===== config.mk =====
export PLATFORM = sky130hd
export DESIGN_NAME = tlb_lockdown
export DESIGN_NICKNAME = d
export VERILOG_FILES = /design/src/rtl/tlb_pkg.sv /design/src/rtl/tlb_entry.sv /design/src/rtl/tlb_victim.sv /design/src/rtl/tlb_lockdown.sv
export SDC_FILE = /design/constraint.sdc
export NUM_CORES = 1
export LEC_CHECK = 0
export ABC_AREA = 1
export BUFFER_PORTS_ARGS = -buffer_cell sky130_fd_sc_hd__buf_2
export CAP_MARGIN = 20
export CELL_PAD_IN_SITES_DETAIL_PLACEMENT = 0
export CELL_PAD_IN_SITES_GLOBAL_PLACEMENT = 2
export CORE_UTILIZATION = 25
export CTS_CLUSTER_DIAMETER = 30
export DETAILED_ROUTE_END_ITERATION = 8
export PLACE_DENSITY = 0.66
export SLEW_MARGIN = 40
export SYNTH_ARGS = -nofsm -noshare
export SYNTH_HDL_FRONTEND = slang
export SYNTH_SLANG_ARGS = --single-unit
export TNS_END_PERCENT = 10

===== constraint.sdc =====
create_clock -name clk_i -period 5 [get_ports clk_i]
set_input_delay 1 -clock clk_i [delete_from_list [all_inputs] [get_ports clk_i]]
set_output_delay 1 -clock clk_i [all_outputs]
set_load 0.005 [all_outputs]

===== src/rtl/tlb_pkg.sv =====
package tlb_pkg;
  localparam int unsigned VA_W    = 32;
  localparam int unsigned PA_W    = 32;
  localparam int unsigned MIN_OFF = 10;
  localparam int unsigned OFF_TOP = MIN_OFF + 10;
  localparam int unsigned DOM_W   = 4;
  localparam int unsigned AP_W    = 8;
  localparam int unsigned ATTR_W  = 2;
  localparam int unsigned VPN_W   = VA_W - MIN_OFF;
  localparam int unsigned PPN_W   = PA_W - MIN_OFF;

  typedef enum logic [1:0] {
    PG_1K  = 2'd0,
    PG_4K  = 2'd1,
    PG_64K = 2'd2,
    PG_1M  = 2'd3
  } pg_size_e;

  typedef struct packed {
    logic              valid;
    logic [VPN_W-1:0]  vpn;
    logic [PPN_W-1:0]  ppn;
    pg_size_e          size;
    logic [DOM_W-1:0]  dom;
    logic [AP_W-1:0]   ap;
    logic [ATTR_W-1:0] attr;
  } tlb_ent_t;

  // page-offset bits beyond the 1 KB minimum
  function automatic int unsigned size_shift(pg_size_e s);
    case (s)
      PG_4K:   return 2;
      PG_64K:  return 6;
      PG_1M:   return 10;
      default: return 0;
    endcase
  endfunction

  function automatic logic [VPN_W-1:0] vpn_mask(pg_size_e s);
    logic [VPN_W-1:0] m;
    m = '1;
    return m << size_shift(s);
  endfunction

  function automatic logic [PA_W-1:0] off_mask(pg_size_e s);
    logic [PA_W-1:0] m;
    m = '1;
    return ~(m << (MIN_OFF + size_shift(s)));
  endfunction

  function automatic pg_size_e coarser(pg_size_e a, pg_size_e b);
    return (a > b) ? a : b;
  endfunction
endpackage


===== src/rtl/tlb_entry.sv =====
module tlb_entry
  import tlb_pkg::*;
(
  input  logic             clk_i,
  input  logic             rst_ni,
  input  logic             locked_i,
  input  logic             flush_i,
  input  logic             inval_i,
  input  logic [VPN_W-1:0] inval_vpn_i,
  input  logic [VPN_W-1:0] lk_vpn_i,
  input  logic [VPN_W-1:0] fill_vpn_i,
  input  pg_size_e         fill_size_i,
  input  logic             wr_i,
  input  tlb_ent_t         wr_ent_i,
  output logic             lk_hit_o,
  output logic             ovl_o,
  output tlb_ent_t         ent_o
);
  tlb_ent_t         ent_q;
  logic [VPN_W-1:0] own_m;
  logic [VPN_W-1:0] ovl_m;
  logic             inval_hit;

  always_comb begin
    own_m     = vpn_mask(ent_q.size);
    ovl_m     = vpn_mask(coarser(ent_q.size, fill_size_i));
    lk_hit_o  = ent_q.valid && (((lk_vpn_i ^ ent_q.vpn) & own_m) == '0);
    inval_hit = ent_q.valid && (((inval_vpn_i ^ ent_q.vpn) & own_m) == '0);
    ovl_o     = ent_q.valid && (((fill_vpn_i ^ ent_q.vpn) & ovl_m) == '0);
  end

  // refill wins over a clear in the same cycle
  always_ff @(posedge clk_i or negedge rst_ni) begin
    if (!rst_ni) begin
      ent_q <= '0;
    end else if (wr_i) begin
      ent_q <= wr_ent_i;
    end else if (!locked_i && (flush_i || (inval_i && inval_hit))) begin
      ent_q.valid <= 1'b0;
    end
  end

  assign ent_o = ent_q;


  locked_hold_chk: assert property (@(posedge clk_i) disable iff (!rst_ni)
    (locked_i && !wr_i) |=> $stable(ent_q));

  locked_no_write_chk: assert property (@(posedge clk_i) disable iff (!rst_ni)
    locked_i |-> !wr_i);
endmodule


===== src/rtl/tlb_victim.sv =====
module tlb_victim #(
  parameter  int unsigned ENTRIES = 8,
  localparam int unsigned IDX_W   = $clog2(ENTRIES),
  localparam int unsigned CNT_W   = $clog2(ENTRIES + 1)
) (
  input  logic             clk_i,
  input  logic             rst_ni,
  input  logic [CNT_W-1:0] lock_base_i,
  input  logic             adv_i,
  output logic [IDX_W-1:0] victim_o,
  output logic             full_o
);
  logic [IDX_W-1:0] rr_q;
  logic [IDX_W-1:0] eff;
  logic [IDX_W-1:0] nxt;

  always_comb begin
    full_o = (lock_base_i >= CNT_W'(ENTRIES));
    eff    = (CNT_W'(rr_q) < lock_base_i) ? lock_base_i[IDX_W-1:0] : rr_q;
    nxt    = (eff == IDX_W'(ENTRIES - 1)) ? lock_base_i[IDX_W-1:0] : eff + 1'b1;
  end

  always_ff @(posedge clk_i or negedge rst_ni) begin
    if (!rst_ni)    rr_q <= '0;
    else if (adv_i) rr_q <= nxt;
  end

  assign victim_o = eff;


  rr_in_window_chk: assert property (@(posedge clk_i) disable iff (!rst_ni)
    adv_i |=> (CNT_W'(rr_q) >= $past(lock_base_i)));

  no_adv_when_full_chk: assert property (@(posedge clk_i) disable iff (!rst_ni)
    full_o |-> !adv_i);
endmodule


===== src/rtl/tlb_lockdown.sv =====
module tlb_lockdown
  import tlb_pkg::*;
#(
  parameter  int unsigned ENTRIES = 8,
  localparam int unsigned IDX_W   = $clog2(ENTRIES),
  localparam int unsigned CNT_W   = $clog2(ENTRIES + 1)
) (
  input  logic              clk_i,
  input  logic              rst_ni,
  input  logic              lk_valid_i,
  input  logic [VA_W-1:0]   lk_va_i,
  output logic              lk_hit_o,
  output logic [PA_W-1:0]   lk_pa_o,
  output logic [1:0]        lk_size_o,
  output logic [DOM_W-1:0]  lk_dom_o,
  output logic [AP_W-1:0]   lk_ap_o,
  output logic [ATTR_W-1:0] lk_attr_o,
  input  logic              fill_valid_i,
  input  logic [VA_W-1:0]   fill_va_i,
  input  logic [PA_W-1:0]   fill_pa_i,
  input  logic [1:0]        fill_size_i,
  input  logic [DOM_W-1:0]  fill_dom_i,
  input  logic [AP_W-1:0]   fill_ap_i,
  input  logic [ATTR_W-1:0] fill_attr_i,
  output logic              fill_bypass_o,
  input  logic              flush_i,
  input  logic              inval_i,
  input  logic [VA_W-1:0]   inval_va_i,
  input  logic              lock_we_i,
  input  logic [CNT_W-1:0]  lock_base_i
);
  logic [CNT_W-1:0]   lock_q;
  logic [ENTRIES-1:0] hit_vec, ovl_vec, wr_vec, locked_vec, valid_vec;
  tlb_ent_t           ents [ENTRIES];
  tlb_ent_t           sel_ent, wr_ent;
  logic [IDX_W-1:0]   sel, ovl_idx, victim;
  logic               full, adv;
  pg_size_e           fsize;
  logic [PA_W-1:0]    om;

  assign fsize = pg_size_e'(fill_size_i);

  always_ff @(posedge clk_i or negedge rst_ni) begin
    if (!rst_ni)        lock_q <= '0;
    else if (lock_we_i) lock_q <= (lock_base_i > CNT_W'(ENTRIES)) ? CNT_W'(ENTRIES) : lock_base_i;
  end

  always_comb begin
    wr_ent       = '0;
    wr_ent.valid = 1'b1;
    wr_ent.vpn   = fill_va_i[VA_W-1:MIN_OFF] & vpn_mask(fsize);
    wr_ent.ppn   = fill_pa_i[PA_W-1:MIN_OFF];
    wr_ent.size  = fsize;
    wr_ent.dom   = fill_dom_i;
    wr_ent.ap    = fill_ap_i;
    wr_ent.attr  = fill_attr_i;
  end

  for (genvar i = 0; i < ENTRIES; i++) begin : g_row
    assign locked_vec[i] = (CNT_W'(i) < lock_q);
    assign valid_vec[i]  = ents[i].valid;
    tlb_entry u_row (
      .clk_i       (clk_i),
      .rst_ni      (rst_ni),
      .locked_i    (locked_vec[i]),
      .flush_i     (flush_i),
      .inval_i     (inval_i),
      .inval_vpn_i (inval_va_i[VA_W-1:MIN_OFF]),
      .lk_vpn_i    (lk_va_i[VA_W-1:MIN_OFF]),
      .fill_vpn_i  (fill_va_i[VA_W-1:MIN_OFF]),
      .fill_size_i (fsize),
      .wr_i        (wr_vec[i]),
      .wr_ent_i    (wr_ent),
      .lk_hit_o    (hit_vec[i]),
      .ovl_o       (ovl_vec[i]),
      .ent_o       (ents[i])
    );
  end

  tlb_victim #(.ENTRIES(ENTRIES)) u_victim (
    .clk_i       (clk_i),
    .rst_ni      (rst_ni),
    .lock_base_i (lock_q),
    .adv_i       (adv),
    .victim_o    (victim),
    .full_o      (full)
  );

  // lowest index wins for both lookup and overlap
  always_comb begin
    sel     = '0;
    ovl_idx = '0;
    for (int i = ENTRIES - 1; i >= 0; i--) begin
      if (hit_vec[i]) sel = IDX_W'(i);
      if (ovl_vec[i]) ovl_idx = IDX_W'(i);
    end
    sel_ent = ents[sel];
  end

  always_comb begin
    wr_vec        = '0;
    adv           = 1'b0;
    fill_bypass_o = 1'b0;
    if (fill_valid_i) begin
      if (|ovl_vec) begin
        if (!locked_vec[ovl_idx]) wr_vec[ovl_idx] = 1'b1;
      end else if (full) begin
        fill_bypass_o = 1'b1;
      end else begin
        wr_vec[victim] = 1'b1;
        adv            = 1'b1;
      end
    end
  end

  always_comb begin
    lk_hit_o  = lk_valid_i && (|hit_vec);
    om        = off_mask(sel_ent.size);
    lk_pa_o   = '0;
    lk_size_o = '0;
    lk_dom_o  = '0;
    lk_ap_o   = '0;
    lk_attr_o = '0;
    if (lk_hit_o) begin
      lk_pa_o   = ({sel_ent.ppn, {MIN_OFF{1'b0}}} & ~om) | (PA_W'(lk_va_i[OFF_TOP-1:0]) & om);
      lk_size_o = sel_ent.size;
      lk_dom_o  = sel_ent.dom;
      lk_ap_o   = sel_ent.ap;
      lk_attr_o = sel_ent.attr;
    end
  end


  hit_needs_req_chk: assert property (@(posedge clk_i) disable iff (!rst_ni)
    lk_hit_o |-> lk_valid_i);

  flush_clears_chk: assert property (@(posedge clk_i) disable iff (!rst_ni)
    (flush_i && !fill_valid_i) |=> ((valid_vec & ~$past(locked_vec)) == '0));

  bypass_no_store_chk: assert property (@(posedge clk_i) disable iff (!rst_ni)
    (fill_bypass_o && !flush_i && !inval_i) |=> $stable(valid_vec));

  lock_range_chk: assert property (@(posedge clk_i) disable iff (!rst_ni)
    lock_q <= CNT_W'(ENTRIES));
endmodule


; ---- After elaboration in Yosys (flattened, before gate mapping)
; Cells that the tools add are included.
; W data, S select, Z words.
[classes]
n_addsub = 2
n_lt_le_gt_ge = 24
n_eq_ne = 55
n_shift = 18
muxes = 85
bitwise_logic = 55
reduce_logical = 93
[op_table]
columns = operator, count
row1 = $and A22 B22 Y22, 25
row2 = $logic_not A22 Y1, 24
row3 = $xor A22 B22 Y22, 24
row4 = $shl A22 B4 Y22 const A, 16
row5 = $pmux W4 S3, 18
row6 = $bmux W61 S3, 1
row7 = $mux W38, 2
row8 = $eq A2 B2 Y1 const B, 36
row9 = $not A32 Y32, 2
row10 = $mux W3, 18
row11 = $logic_and A1 B1 Y1, 43
row12 = $mux W8, 5
row13 = $eq A2 B1 Y1 const B, 18
row14 = $add A4 B32 Y32 const A, 1
row15 = $and A20 B32 Y32, 1
row16 = $and A32 B32 Y32, 1
row17 = $mux W32, 1
row18 = $or A32 B32 Y32, 1
row19 = $shl A22 B32 Y22 const A, 1
row20 = $shl A32 B32 Y32 const A, 1
row21 = $mux W1, 25
row22 = $mux W2, 10
row23 = $gt A2 B2 Y1, 8
row24 = $lt A3 B4 Y1 const A, 4
row25 = other kinds (17), 46
[totals]
regBits = 495
in_bits = 155
out_inout_bits = 50
elab_cells = 390

; ---- Depth between registers and ports, before layout
; Gate-level depths: netlist of run 1.
[depth]
depth_word = 27
depth_mapped = 29
mapped_depth_nobuf = 27

; ---- By module
; A second synthesis of run 1 with hierarchy kept.
[hier_totals]
hier_cells = 3553
hier_area_um2 = 30314.1
[by_module_without_submodules]
columns = module, n_inst, cells_per_inst, area_per_inst_um2, seq_area_each_um2
row1 = tlb_entry, 8, 326, 3249.4, 1526.5
row2 = tlb_lockdown, 1, 892, 3992.6, 100.1
row3 = tlb_victim, 1, 53, 326.6, 75.1

; ---- Least setup slack after synthesis of run 1
; No wires, ideal clock.
[synth_path]
path_type = input port to output port
start = in lk_va_i[21]
end = out lk_pa_o[20]
arrival_time_ps = 3582
required_time_ps = 4000
path_slack_ps = 418
stages = 22
n_path_buf = 3
path_cell_list = buf_4 -> inv_2 -> buf_6 -> nand2_1 -> o21ai_0 -> nor3_1 -> nand2_1 -> nor4_2 -> nand4_2 -> nand2_1 -> buf_4 -> nand2_1 -> nand3_1 -> nand3_1 -> nand2_2 -> inv_2 -> nand2_2 -> ha_1 -> nor2_1 -> nor2_1 -> nand2_1 -> a21oi_1
[synth_between]
elab_chain_len = 25
elab_cells_between_ends = 58
classes_between = add/sub (1) / eq/ne (3) / shift (1) / mux (13) / bitwise (22) / reduce/logical (18)
[synth_lines]
columns = element, line
row1 = "start, declared", tlb_lockdown.sv:11  ; input logic [VA_W-1:0] lk_va_i,
row2 = $xor A22 B22 Y22, tlb_entry.sv:27  ; lk_hit_o = ent_q.valid && (((lk_vpn_i ^ ent_q.vpn) & own_m) == '0);
row3 = $and A22 B22 Y22, tlb_entry.sv:27
row4 = $logic_not A22 Y1, tlb_entry.sv:27
row5 = $logic_and A1 B1 Y1, tlb_entry.sv:27
row6 = $mux W3 (8 in series), tlb_lockdown.sv:94  ; if (hit_vec[i]) sel = IDX_W'(i);
row7 = $not A3 Y4 (not written as such), tlb_lockdown.sv:97  ; sel_ent = ents[sel];
row8 = $bmux W61 S3, tlb_lockdown.sv:97
row9 = $mux W38 (not written as such) (2 in series), tlb_lockdown.sv:97
row10 = $eq A2 B2 Y1 or $eq A2 B1 Y1 (tied branches), tlb_pkg.sv:31  ; case (s)
row11 = $pmux W4 S3, tlb_pkg.sv:31
row12 = $add A4 B32 Y32, tlb_pkg.sv:48  ; return ~(m << (MIN_OFF + size_shift(s)));
row13 = $shl A32 B32 Y32, tlb_pkg.sv:48
row14 = $not A32 Y32, tlb_pkg.sv:48
row15 = $not A32 Y32, tlb_lockdown.sv:125  ; lk_pa_o = ({sel_ent.ppn, {MIN_OFF{1'b0}}} & ~om) | (PA_W'(lk_va_i[OFF_TOP-1:0]) & om);
row16 = $and A32 B32 Y32, tlb_lockdown.sv:125
row17 = $or A32 B32 Y32, tlb_lockdown.sv:125
row18 = $mux W32 *, tlb_lockdown.sv:124  ; if (lk_hit_o) begin
row19 = "end, declared", tlb_lockdown.sv:13  ; output logic [PA_W-1:0] lk_pa_o,
; Mark *: on every way between the ends. The rest lies on a longest branch, timed or not. The select of a mux whose other input is x is not followed.

; ---- Worst setup path in the final report of run 1
[layout_path]
start = in lk_va_i[28]
end = out lk_pa_o[14]
; The elaborated chain is that of the path after synthesis.

==> key figures, run 1 <==
Place
  • GPL Wtd Cong: approximately 0.96
  • IO Port Bufs: ~170
  • Hpwl dp: 116000 um

Run status
  • Outcome: finished with violations
  • Violated checks: negative setup slack

Synthesis
  • Syn avg cell area: 6.92 um2
  • Sequential fraction of the synthesis area: a little under two fifths
  • Post-synth top area cell: dfrtp_1
  • Syn_nets: 4982
  • Main flop type after synthesis: dfrtp_1
  • Yosys cell types: between 50 and 60
  • Post-synth EDFFs: 0
  • Post-Syn Instances: 4797
  • Yosys warns: 0
  • Post-synth ARST share: 100%
  • Top post-synthesis cells by area: dfrtp_1, nand2_1, nand3_1, nor2_1, xnor2_1
  • Mapped Area: roughly 33000 um2
  • Synth top area share: 37.3%
  • Synth Register Bits: between 400 and 500

Floorplanning
  • Die height: between 300 and 400 um
  • Die width: roughly 370 um
  • Initial Utilization: 25.2%
  • Placeable Area: 132000 um2
  • Row Count: 133
  • Num ports: ~210
  • Die ar.: between 100000 and 150000 um2

Global route
  • Gr usage total: 24.7%
  • Initial antenna violation count: 7
  • Largest net degree at the start of global routing: 164
  • Vias in the first global route: between 30000 and 40000
  • Gr ovfl total: 0
  • First-pass GRT wire length: ~250000 um

Clocking
  • Clock Sinks: 495
  • TritonCTS clock tree: done
  • Inserted Clock Buffers: about 160
  • CTS Root Cell: clkbuf_16
  • H-tree levels: 4
  • Clock slew at reported path FFs: 0.04 ns
  • Clock Latency Late Sink: 0.78 ns
  • Clock Path Buffers: 3

Setup path
  • Crit path buffers/inverters: 10
  • R2R Setup Slk: 0.93 ns
  • Max stage delay on crit path: 0.44 ns
  • Worst r2r src: g_row[7].u_row.ent_o[15]
  • WP data required: 4.00 ns
  • CP Class: input pin to primary output
  • Arrival time worst endpoint: 4.02 ns
  • Worst r2r path cells: 24
  • Reg2reg end: g_row[7].u_row.ent_o[4]
  • Crit path top cell by count: buf_6
  • CP max stage cell: nor4_4
  • CP Capture Type: primary output
  • Crit start category: input pin
  • CP cell instances: buf_6 > clkinvlp_4 > buf_6 > or2_2 > nand2_1 > inv_1 > nand3_2 > nor4_4 > nand4_1 > buf_6 > nand2_4 > buf_6 > nand3_2 > nand3_2 > nand3_4 > nand2_8 > inv_4 > nand2_4 > ha_4 > buf_8 > nand3_1 > nand2_2 > inv_1 > buf_2
  • Top delay family on crit path: simple AND/OR/NAND/NOR gates
  • Crit-path max FO: 7

Route
  • Vias/cell: 4.96
  • Via count: about 35000
  • Drt total wl: 169000 um
  • Drt pass-1 iters: 5
  • Final ANT Viol Nets: 0
  • DR iter-0 viols: roughly 3100
  • DR DRC count: 0
  • Routed length per instance: approximately 24 um

Finish
  • Final net count: between 5000 and 6000
  • Filler Cell Count: 14100
  • Area grow syn2layout: 35.6%
  • Final core occ: 34.2%
  • Share of layout cells above drive strength 1: between 10% and 20%

Timing
  • Tmin final: 5.02 ns
  • Max Slew Vio Count: 0
  • RSZ-0062 raised after global routing: yes
  • Hold Worst Slack: a little under 0.1 ns
  • Max Freq: around 0.20 GHz
  • Crit share post-route: 100%
  • Rel. slew slack: 38.7%
  • Worst-Margin Slew: 0.907 ns
  • Setup violations, final: 6
  • Fin. Hold Viols: 0
  • PnR worst setup slack: -0.0241 ns
  • Setup Skew: 0.0543 ns

Power and ir drop
  • Power Density: roughly 570 nW/um2
  • Total Power: 0.0258 W
  • Lkg Pwr: 22.4 nW
  • Worst VDD drop: 0.370 mV

Job
  • Max-cap violations: 0

Min path
  • Worst hold path class: input pin to async pin
==> worst max path at each step <==
stage                                   startpoint           to  slack [ns]  depth (start not counted)
final                                  lk_va_i[28]  lk_pa_o[14]       -0.02                         24
after global routing                   lk_va_i[29]  lk_pa_o[14]       -0.19                         29
after CTS                 g_row[7].u_row.ent_o[42]  lk_pa_o[18]       -0.03                         29
after detailed placement               lk_va_i[27]  lk_pa_o[15]       -0.66                         21
after global placement                 lk_va_i[27]  lk_pa_o[15]       -0.66                         21
after floorplan                        lk_va_i[21]  lk_pa_o[20]        0.42                         22
==> synthesized netlist by cell type (24+ instances only) <==
master and n:
buf_6 46, buf_4 30, xnor2_1 136, nand3_1 655, nor4_1 24, nand2_1 1736
nor2_1 335, o22ai_1 51, dfrtp_1 495, nor3_1 52, inv_1 258, buf_2 113
xor2_1 133, nand4_1 79, a21oi_1 92, clkbuf_1 135, o211ai_1 32, ha_1 30
o21ai_0 171
==> timing repair <==
| item | in CTS | in global routing |
|---|---|---|
| setup endpoints to repair | 37 | 38 |
| pin swaps | 35 | 26 |
| gates cloned | 2 | 3 |
| setup buffers | 13 | 10 |
| hold buffers | 0 | 0 |
| gates resized for setup | 165 | 65 |
==> power by group <==
| group | internal, W | total (W) | switching (W) |
|---|---|---|---|
| Combinational | 0.00306 | 0.00766 | 0.00460 |
| Clock | 0.00763 | 0.0108 | 0.00315 |
| Sequential | 0.00570 | 0.00739 | 0.00169 |
==> sequential cells by signal (all words and copies together) (netlist names) <==
signal and flops:
g_row.u_row.ent_o 488, lock_q 4, u_victim.rr_q 3
==> cell families after synthesis <==
logic type / Yosys count / share of synthesized area (%)
DFF: 495 / 37.3
and+or+nand+nor: 2946 / 37.6
xor gates and xnor gates: 269 / 7.10
adders and majority gates: 30 / 1.13
AOI/OAI and AO/OA: 443 / 8.10
buffers and inverters: 614 / 8.75
==> worst register-to-register path, stage by stage, from the launching register on <==
cell and delay, ns:
dfrtp_1 0.47, inv_1 0.15, ha_1 0.32, o21bai_1 0.17
nand2_1 0.07, nand2_1 0.06, nand2_1 0.06, o21ai_0 0.18
buf_4 0.19, nand2_1 0.20, o21ai_0 0.32, buf_4 0.17
inv_1 0.06, nor2_1 0.12, nor2_1 0.05, nor2_1 0.13
nand2_1 0.07, a21oi_1 0.22, nor2_4 0.12, nand3_2 0.10
nand2_4 0.17, nand2_4 0.16, buf_12 0.24, nand2_1 0.11
nand2_1 0.06
==> through the flow <==
step                      setup slack, ns  instance area (um2)  cells  setup TNS (ns)
after CTS                         -0.0301                44600   7059         -0.0594
after global placement             -0.664                38000   6753          -17.68
after detailed placement           -0.660                38000   6753          -17.83
after global routing               -0.189                45000   7074           -4.29
after floorplan                     0.418                33200   4797               0
final                             -0.0241                45000   7075         -0.0886
==> metal layers <==
metal	track usage, %	up-vias	share of wire [%]
li1	-	16500	-
met1	33.0	17100	45
met2	40.1	1203	46
met3	4.13	282	5.6
met4	8.14	4	3.2
met5	0	-	0.016
==> area by class of cell <==
class                      count  area [um2]  area share, %
clock inverter                76        1200           2.68
antenna                        3        7.51         0.0167
timing repair buffer         566        4910           10.9
tap                         1755        2200           4.88
clock buffer                 217        4630           10.3
multi-input combinational   3688       18600           41.3
inverter                     275        1070           2.37
sequential                   495       12400           27.6
==> cell usage in the layout (no fill, tap or decap), types with 11 or more instances in the layout <==
master and count:
nand2_4 27, nor2_2 11, o21ai_0 166, o211ai_1 32, nand3b_1 11, buf_6 20, xor2_1 133, nand3_2 27
inv_1 238, a21oi_2 11, dfrtp_1 479, nor2_1 317, clkbuf_8 35, buf_4 303, nand2_1 1702, a221oi_1 17
inv_2 25, ha_1 28, o22ai_1 51, dfrtp_2 16, o21ai_1 16, nor3_1 46, nand2_2 28, bufinv_16 23
clkinv_2 41, buf_12 67, buf_2 164, xnor2_1 134, nand3_1 633, clkbuf_1 19, nor4_1 15, clkbuf_16 166
a21oi_1 81, a32o_1 22, nand4_1 79
Note: power is estimated with default switching activity, not from simulation.
==> run 2, diff against run 1 <==
Settings changed: ABC_AREA 1 to not set, PLACE_DENSITY 0.66 to 0.6.
Clock period 5 ns to 4.1 ns, I/O delays scaled along.
==> run 2 against run 1 <==
Compared with the run above:
- the run still ends with negative setup slack left
- synthesized cell count down 44%
- sequential share of layout area up 1.0 points
- worst setup slack worse by 0.88 ns
- clock skew down 0.0058 ns
- sequential power up 19%
==> key figures, run 2 <==
Synthesis
  • Main flop type after synthesis: dfrtp_1 (unchanged)
  • Post-synth ARST share: 100% (unchanged)
  • Syn avg cell area: 11.1 um2 (was 6.92 um2)
  • Syn_nets: 2890 (was 4982)
  • Yosys warns: 0 (unchanged)
  • Post-synth EDFFs: 0 (unchanged)
  • Yosys cell types: 84 (was 55)
  • Top post-synthesis cells by area: dfrtp_1, xnor2_1, mux2_2, xor2_1, mux2_4 (was dfrtp_1, nand2_1, nand3_1, nor2_1, xnor2_1)
  • Synth Register Bits: 495 (unchanged)
  • Sequential fraction of the synthesis area: 41.3% (was 37.3%)
  • Commonest cells in the synthesized netlist: dfrtp_1, xnor2_1, mux2_2, xor2_1, nand2_1 (was nand2_1, nand3_1, dfrtp_1, nor2_1, inv_1)
  • Count leader, synth: dfrtp_1 (was nand2_1)
  • Post-synth top area cell: dfrtp_1 (unchanged)
  • Synth top area share: 41.3% (was 37.3%)
  • Post-Syn Instances: 2705 (was 4797)
  • Mapped Area: 30000 um2 (was 33200 um2)

Timing
  • PnR worst setup slack: -0.902 ns (was -0.0241 ns)
  • RSZ-0062 raised after global routing: yes (unchanged)
  • Max Freq: 0.200 GHz
  • Setup Skew: 0.0485 ns (was 0.0543 ns)
  • Crit share post-route: 122%
  • Tmin final: ~5 ns
  • Setup violations, final: 50 (was 6)
  • Fin. Hold Viols: 0 (unchanged)
  • Worst-Margin Slew: 0.732 ns (was 0.907 ns)
  • Rel. slew slack: 51.2% (was 38.7%)
  • Hold Worst Slack: 0.0865 ns (was 0.0980 ns)
  • Max Slew Vio Count: 0 (unchanged)

Setup path
  • CP Class: input pin to primary output (unchanged)
  • Crit start category: input pin (unchanged)
  • WP data required: 3.28 ns (was 4.00 ns)
  • CP Capture Type: primary output (unchanged)
  • Crit-path max FO: 7 (unchanged)
  • Arrival time worst endpoint: 4.18 ns (was 4.02 ns)
  • R2R Setup Slk: 0.17 ns (was 0.93 ns)

Power and ir drop
  • Worst VDD drop: 0.413 mV (was 0.370 mV)
  • Power Density: 750 nW/um2 (was 574 nW/um2)
  • Lkg Pwr: 19.0 nW (was 22.4 nW)

Global route
  • Largest net degree at the start of global routing: 88 (was 164)
  • Grt met3 use: 3.81% (was 4.13%)
  • GR met1 Demand/Resource: 24.9% (was 33.0%)
  • Vias in the first global route: 25400 (was 34500)
  • GRT busiest layer: met2 (unchanged)
  • Gr ovfl total: 0 (unchanged)
  • GR Util met2: 31.1% (was 40.1%)
  • First-pass GRT wire length: 171000 um (was 245000 um)
  • Gr usage total: 19.0% (was 24.7%)
  • Initial antenna violation count: 11 (was 7)

Clocking
  • Clock slew at reported path FFs: 0.04 ns (about the same)
  • Inserted Clock Buffers: 165 (was 161)
  • CTS Root Cell: clkbuf_16 (unchanged)
  • Clock Path Buffers: 3 (unchanged)
  • TritonCTS clock tree: done (unchanged)
  • Clock Latency Late Sink: 0.76 ns (was 0.78 ns)
  • H-tree levels: 4 (unchanged)
  • Clock Sinks: 495 (unchanged)

Route
  • Routed length per instance: 22.2 um (was 23.8 um)
  • DR DRC count: 0 (unchanged)
  • Drt total wl: 114000 um (was 169000 um)
  • Final ANT Viol Nets: 0 (unchanged)
  • Vias/cell: 4.59 (was 4.96)
  • Via count: 23600 (was 35100)
  • DR iter-0 viols: 1298 (was 3072)
  • Drt pass-1 iters: 5 (unchanged)

Place
  • Post-placement setup slack: -1.10 ns (was -0.660 ns)
  • Placed instance count: 4824 (was 6753)
  • GPL Wtd Cong: 0.845 (was 0.960)
  • IO Port Bufs: 174 (unchanged)
  • Hpwl dp: 82400 um (was 116000 um)

Finish
  • Share of layout cells above drive strength 1: 41.2% (was 19.8%)
  • Layout Cells excl Fill: 5146 (was 7075)
  • Sequential Area: 12400 um2 (about the same)
  • Most common cell after layout, fill and taps aside: dfrtp_1 (was nand2_1)
  • Most frequent cells in the layout: dfrtp_1, buf_4, xnor2_1, mux2_2, clkbuf_16 (was nand2_1, nand3_1, dfrtp_1, nor2_1, buf_4)
  • Final net count: 3592 (was 5372)
  • Filler Cell Count: 11800 (was 14100)
  • Max reg flops: 488 (unchanged)
  • Area of the multi-input gates: 16700 um2 (was 18600 um2)
  • Area grow syn2layout: 44.5% (was 35.6%)

Run status
  • Outcome: finished with violations (unchanged)
  • Violated checks: negative setup slack (unchanged)

Job
  • Max-cap violations: 0 (unchanged)

Min path
  • Worst hold path class: input pin to async pin (unchanged)

Floorplanning
  • Initial Utilization: 25.3% (was 25.2%)
  • Die ar.: 121000 um2 (was 134000 um2)
  • Row Count: 126 (was 133)
  • Die height: 348 um (was 366 um)
  • Die width: 348 um (was 366 um)
  • Num ports: 205 (unchanged)
  • Placeable Area: 118000 um2 (was 132000 um2)
[run 2: what timing repair did]
action                                  CTS  global route
setup buffers                             9             7
pin swaps                                32            14
resized for setup                        70            42
cloned                                    1             0
endpoints found under the hold margin     0             0
hold buffers                              0             0
endpoints found under the setup margin   50            69
[run 2: area by class of cell]
cell class	count	area share, %
diodes	5	0.0289
clock buffers	232	11.0
clock inverters	69	2.63
inverters	54	0.483
multi-input cells	1956	38.6
flip-flops and latches	495	28.6
well taps	1600	4.62
repair buffers	735	14.1
[run 2: worst max-delay path: stages]
cell and delay, ns:
buf_2 0.11, buf_4 0.20, xor2_1 0.17, nor4_2 0.36
buf_4 0.17, and3_4 0.19, buf_4 0.11, and4_1 0.18
o211ai_1 0.13, a31o_2 0.25, buf_4 0.14, nand3_1 0.08
o21ai_2 0.07, o221a_4 0.27, buf_4 0.13, buf_4 0.16
a2111o_1 0.40, nand2_1 0.10, buf_2 0.11
[run 2: final timing paths]
| check | endpoint | start | cells past startpoint |
|---|---|---|---|
| setup / recovery | lk_pa_o[10] | lk_va_i[28] | 19 |
| hold / removal | g_row[2].u_row.ent_o[43] | rst_ni | 1 |
| setup reg to reg | g_row[0].u_row.ent_o[24] | g_row[2].u_row.ent_o[14] | 15 |
| hold reg to reg | g_row[6].u_row.ent_o[23] | g_row[6].u_row.ent_o[23] | 1 |
| max in group asynchronous | g_row[3].u_row.ent_o[1] | rst_ni | 2 |
| min in group clk_i | lock_q[3] | lock_base_i[3] | 2 |
[run 2: through the flow]
stage                     power [W]  setup TNS, ns  utilization (%)  instance area (um2)
after floorplan              0.0152         -0.134                -                30100
after global placement       0.0190        -312.01             31.1                36800
after detailed placement     0.0191        -286.78             31.1                36800
after CTS                    0.0326         -34.22             36.4                43100
after global routing         0.0343         -40.06             36.6                43300
final                        0.0325         -31.98             36.6                43300
[run 2: power by group]
part / leakage [nW] / switching, W / internal [W]
registers: 6.19 / 0.00157 / 0.00722
logic: 9.93 / 0.00469 / 0.00594
clock network: 2.86 / 0.00382 / 0.00923
[run 2: layer usage]
layer / up-vias / share of wire [%]
li1: 11100 / -
met1: 11800 / 45
met2: 521 / 47
met3: 201 / 5.1
met4: 8 / 2.5
met5: - / 0.051
[run 2: cell families (layout without fill, tap and decap cells)]
kind of cell,after synthesis,after routing,synth area share (%)
other,0,5,0
XOR/XNOR,528,528,15.4
flip-flops,495,495,41.3
AND/OR/NAND/NOR,505,505,9.19
buffers and inverters,254,1090,4.40
multiplexers,495,495,19.0
AO/OA/AOI/OAI,398,398,9.37
adder cells (fa/ha/maj),30,30,1.25
